`src/rtl/led_cpu_pkg.sv`:
```
package led_cpu_pkg;
  localparam int WORD_W = 8;
  localparam int OPC_W  = 4;

  localparam logic [OPC_W-1:0] OPC_INC = 4'b0001;
  localparam logic [OPC_W-1:0] OPC_OUT = 4'b0010;
  localparam logic [OPC_W-1:0] OPC_NOP = 4'b0000;
  localparam logic [OPC_W-1:0] OPC_ODD = 4'b1100;

  // Program word for address idx of a program with depth words.
  function automatic logic [WORD_W-1:0] prog_word(input int idx, input int depth);
    logic [OPC_W-1:0] opc;
    logic [31:0]      iv;
    iv = idx;
    if (idx < depth - 2) opc = iv[0] ? OPC_OUT : OPC_INC;
    else if (idx == depth - 2) opc = OPC_NOP;
    else opc = OPC_ODD;
    return {opc, iv[3:0]};
  endfunction
endpackage

```
`src/rtl/lc_tick_gen.sv`:
```
module lc_tick_gen #(
  parameter int CNT_W = 25
) (
  input  logic clk,
  input  logic rst,
  output logic tick
);
  localparam int TOP = CNT_W - 1;

  logic [CNT_W-1:0] cnt;
  logic             top_q;

  always_ff @(posedge clk) begin
    if (rst) begin
      cnt   <= '0;
      top_q <= 1'b0;
    end else begin
      cnt   <= cnt + 1'b1;
      top_q <= cnt[TOP];
    end
  end

  assign tick = cnt[TOP] & ~top_q;

  // the enable never lasts two cycles
  a_r2_tick_single: assert property (@(posedge clk) disable iff (rst)
    tick |=> !tick);
endmodule

```
`src/rtl/lc_prog_rom.sv`:
```
module lc_prog_rom
  import led_cpu_pkg::*;
#(
  parameter int DEPTH = 16,
  parameter int AW    = $clog2(DEPTH)
) (
  input  logic [AW-1:0]     addr,
  output logic [WORD_W-1:0] word
);
  logic [WORD_W-1:0] mem [DEPTH];

  for (genvar g = 0; g < DEPTH; g++) begin : g_word
    assign mem[g] = prog_word(g, DEPTH);
  end

  assign word = mem[addr];
endmodule

```
`src/rtl/lc_exec_core.sv`:
```
module lc_exec_core
  import led_cpu_pkg::*;
#(
  parameter int AW    = 4,
  parameter int LED_W = 3
) (
  input  logic              clk,
  input  logic              rst,
  input  logic              tick,
  input  logic [WORD_W-1:0] word,
  output logic [AW-1:0]     pc,
  output logic [LED_W-1:0]  led
);
  logic [LED_W-1:0] acc;
  logic [OPC_W-1:0] opc;

  assign opc = word[WORD_W-1 -: OPC_W];

  always_ff @(posedge clk) begin
    if (rst) begin
      pc  <= '0;
      acc <= '0;
      led <= '0;
    end else if (tick) begin
      pc <= pc + 1'b1;
      case (opc)
        OPC_INC: acc <= acc + 1'b1;
        OPC_OUT: led <= acc;
        default: ;
      endcase
    end
  end


  a_r1_reset_clear: assert property (@(posedge clk)
    rst |=> (pc == '0 && acc == '0 && led == '0));

  a_r3_inc_wrap: assert property (@(posedge clk) disable iff (rst)
    (tick && opc == OPC_INC) |=> acc == LED_W'($past(acc) + 1));

  a_r4_out_copy: assert property (@(posedge clk) disable iff (rst)
    (tick && opc == OPC_OUT) |=> led == $past(acc));

  a_r5_other_hold: assert property (@(posedge clk) disable iff (rst)
    (tick && opc != OPC_INC && opc != OPC_OUT) |=> $stable(acc) && $stable(led));

  a_r6_pc_step: assert property (@(posedge clk) disable iff (rst)
    tick |=> pc == AW'($past(pc) + 1));

  a_r8_led_hold: assert property (@(posedge clk) disable iff (rst)
    !(tick && opc == OPC_OUT) |=> $stable(led));
endmodule

```
`src/rtl/tick_led_cpu.sv`:
```
module tick_led_cpu
  import led_cpu_pkg::*;
#(
  parameter int CNT_W      = 25,
  parameter int PROG_DEPTH = 16,
  parameter int LED_W      = 3
) (
  input  logic             clk,
  input  logic             rst,
  output logic [LED_W-1:0] led
);
  localparam int AW = $clog2(PROG_DEPTH);

  logic              tick;
  logic [AW-1:0]     pc;
  logic [WORD_W-1:0] word;

  lc_tick_gen #(.CNT_W(CNT_W)) u_tick (
    .clk  (clk),
    .rst  (rst),
    .tick (tick)
  );

  lc_prog_rom #(.DEPTH(PROG_DEPTH), .AW(AW)) u_rom (
    .addr (pc),
    .word (word)
  );

  lc_exec_core #(.AW(AW), .LED_W(LED_W)) u_core (
    .clk  (clk),
    .rst  (rst),
    .tick (tick),
    .word (word),
    .pc   (pc),
    .led  (led)
  );
endmodule

```
`config.mk`:
```
export PLATFORM = sky130hd
export DESIGN_NAME = tick_led_cpu
export DESIGN_NICKNAME = d
export VERILOG_FILES = /design/src/rtl/led_cpu_pkg.sv /design/src/rtl/lc_tick_gen.sv /design/src/rtl/lc_prog_rom.sv /design/src/rtl/lc_exec_core.sv /design/src/rtl/tick_led_cpu.sv
export SDC_FILE = /design/constraint.sdc
export NUM_CORES = 1
export LEC_CHECK = 0
export ABC_CLOCK_PERIOD_IN_PS = 4100
export BUFFER_PORTS_ARGS = -buffer_cell sky130_fd_sc_hd__clkbuf_2
export CORE_MARGIN = 8
export CORE_UTILIZATION = 40
export DETAILED_ROUTE_END_ITERATION = 12
export PLACE_DENSITY = 0.6
export SETUP_SLACK_MARGIN = 0.05
export SLEW_MARGIN = 20
export SYNTH_ARGS = -nofsm -noshare
export SYNTH_HDL_FRONTEND = slang
export SYNTH_SLANG_ARGS = --single-unit
```
`constraint.sdc`:
```
create_clock -name clk -period 4.1 [get_ports clk]
set_input_delay 0.82 -clock clk [delete_from_list [all_inputs] [get_ports clk]]
set_output_delay 0.82 -clock clk [all_outputs]
set_load 0.1 [all_outputs]
```
==> run summary <==
Slew Limit Fails = 0
DP Cell Count = 224
Final Hold Viols = 0
status = complete, no violations
Pleak = 0.648 nW
growth of design area from synthesis to finish = 8.96%
drt first pass iters = 4
Tightest Pin Transition = 0.693 ns
Initial Utilization = 41.1%
Worst path max stage delay = 0.54 ns
synthesized area per cell = 9.15 sq um
Total Routing Usage GR = 9.69%
Yosys reg bits = 36
layout cells sized above 1 = 9.39%
startpoint types = register
Root Driver = clkbuf_8
Max IR drop VDD = 0.236 mV
average wire per standard cell = 12.1 um
final setup vio count = 0
buffer depth of the longest clock path = 2
H-Tree Depth = 2
Synth Area in XOR/XNOR = 9.19%
WS Path Type = reg2reg
die boundary width = 79.6 um
top achievable clock speed = 497 MHz
IO buf count = 4
largest family of logic cells by synthesized area = simple AND/OR/NAND/NOR gates
Placer Congestion = 0.785
Setup Skew = 0.00403 ns
TritonCTS Sinks = 36
Die ar. = 6340 sq um
fillers = 395
area of the multi-input gates = 847 sq um
Fin Hold WS = 0.462 ns
fin crit share = 49.1%
critical path required time = 4.28 ns
Hold Buf Count CTS = 0
most frequent cells in the layout = dfxtp_1, nor2_1, xor2_1, a21oi_1
clock period minus final worst setup slack = 2.01 ns
Post-Syn Instances = 177
largest net degree at the start of global routing = 37
Slew HR = 53.8%
setup TNS = 0 ns
CP Cell Sequence = ha_1, nand4_1, or4_1, nor3_1, mux2_2
synth unique cells = 33
row cnt = 23
Vias/cell = 5.33
sequential share of the synthesized area = 44.5%
CP Max Fanout = 8
initial DRC count = 74
mapped cell area = 1620 sq um
Reg area = 721 sq um
post-DP HPWL = 1980 um
initial antenna violation count = 0
Ys Warns = 0
DRC viols = 0
number of buffers created by CTS = 5
fin cells = 231
PostCTS Resize Cnt = 0
I/O pin count = 5
worst hold path type = reg2reg
slowest CP cell = or4_1
Clock transition at path regs = 0.07 ns
CP arrival = 2.19 ns
Post-CTS Setup Inserts = 0
CTS tree = built
mux cell area share after synthesis = 3.78%
Synth Area in Adders = 4.63%
Crit. End Element = register
max-cap viol count = 0
Syn Nets = 185
vias = 1231
first-pass GRT wire length = 4930 um
die height = 79.6 um
diode count = 0
post-synthesis simple-gate area fraction = 25.6%
total global routing overflow = 0
clk_lat worst skew = 0.28 ns
Reg2Reg Setup Slack = 2.09 ns
Routed Antenna Nets = 0
vias in the first global route = 1155
complex-gate fraction of the synthesized area = 9.03%
Net count, final = 189
RSZ-0062 raised after global routing = false
power per standard cell area = 357 nW/um^2
detailed-route wire length = 2790 um
area of the core = 3940 sq um
most common cell after layout, fill and taps aside = dfxtp_1
==> logic make-up after synthesis <==
family                   after synthesis
AO/OA/AOI/OAI                         24
adder cells (fa/ha/maj)                6
multiplexers                           6
buffers and inverters                 12
AND/OR/NAND/NOR                       76
XOR/XNOR                              17
flip-flops                            36
==> report_power, final <==
group | switching [mW] | internal (mW) | total, mW
logic | 0.00852 | 0.00365 | 0.0122
clock network | 0.113 | 0.149 | 0.263
registers | 0.00261 | 0.352 | 0.355
total | 0.124 | 0.505 | 0.630
==> critical path, delay by kind of cell (launching register included) <==
family | cells | cell delay, ns
DFF | 1 | 0.37
adders and majority gates | 1 | 0.29
and+or+nand+nor | 3 | 0.90
muxes | 1 | 0.35
==> synthesized netlist by cell type <==
master / n / area share [%]
a21boi_0: 1 / 0.46
a21oi_1: 10 / 3.1
and2_1: 2 / 0.77
and4_1: 2 / 1.1
and4b_1: 2 / 1.2
buf_6: 1 / 0.69
clkbuf_1: 6 / 1.4
dfxtp_1: 36 / 44
ha_1: 6 / 4.6
inv_1: 5 / 1.2
mux2_2: 1 / 0.69
mux2i_1: 5 / 3.1
nand2_1: 8 / 1.9
nand3_1: 8 / 2.5
nand4_1: 8 / 3.1
nand4_2: 2 / 1.5
nor2_1: 25 / 5.8
nor2b_1: 3 / 1.2
nor3_1: 3 / 0.93
nor4_1: 2 / 0.77
o2111ai_1: 1 / 0.54
o211ai_1: 2 / 0.93
o21ai_0: 5 / 1.5
o311ai_0: 1 / 0.54
o31ai_1: 3 / 1.4
o41ai_1: 1 / 0.54
or2_2: 1 / 0.39
or3_1: 4 / 1.5
or3_2: 1 / 0.46
or4_1: 4 / 1.9
or4_4: 1 / 0.69
xnor2_1: 7 / 3.8
xor2_1: 10 / 5.4
==> worst paths after layout <==
| path | start | to | cells past startpoint |
|---|---|---|---|
| setup / recovery | u_tick.cnt[0]$_SDFF_PP0_ | u_tick.cnt[24]$_SDFF_PP0_ | 5 |
| hold / removal | u_tick.cnt[0]$_SDFF_PP0_ | u_tick.cnt[0]$_SDFF_PP0_ | 1 |
| setup reg to reg | u_tick.cnt[0]$_SDFF_PP0_ | u_tick.cnt[24]$_SDFF_PP0_ | 5 |
| hold reg to reg | u_tick.cnt[0]$_SDFF_PP0_ | u_tick.cnt[0]$_SDFF_PP0_ | 1 |
==> metrics by stage <==
| step | cell area [sq um] | power (mW) | setup slack, ns | util, % |
|---|---|---|---|---|
| 2_1_floorplan | 1620 | 0.372 | 2.22 | - |
| 3_3_place_gp | 1670 | 0.374 | 2.12 | 42.3 |
| 3_5_place_dp | 1670 | 0.375 | 2.10 | 42.3 |
| 4_1_cts | 1770 | 0.642 | 2.10 | 44.8 |
| 5_1_grt | 1770 | 0.661 | 1.99 | 44.8 |
| 6_report | 1770 | 0.630 | 2.09 | 44.8 |
==> per-layer routing <==
| layer | GRT usage (%) | up-vias | share of wire, % | routed length, um |
|---|---|---|---|---|
| met4 | 6.67 | 0 | 1.8 | 51 |
| met2 | 15.5 | 10 | 48 | 1330 |
| met1 | 10.9 | 575 | 48 | 1330 |
| met5 | 0 | - | 0 | 0 |
| li1 | - | 641 | - | - |
| met3 | 2.70 | 5 | 2.4 | 66 |
==> cell type report <==
type | count | area share [%]
Inverter | 5 | 1.06
Clock buffer | 7 | 5.46
Timing Repair Buffer | 4 | 1.13
Multi-Input combinational cell | 129 | 48.0
Tap cell | 50 | 3.54
Sequential cell | 36 | 40.8
==> state kept, by name, summed over array words and instances, names as in the netlist <==
| signal | count |
|---|---|
| u_core.pc | 4 |
| u_tick.top_q | 1 |
| u_core.acc | 3 |
| u_tick.cnt | 25 |
| u_core.led | 3 |
(Power assumes the default switching activity.)
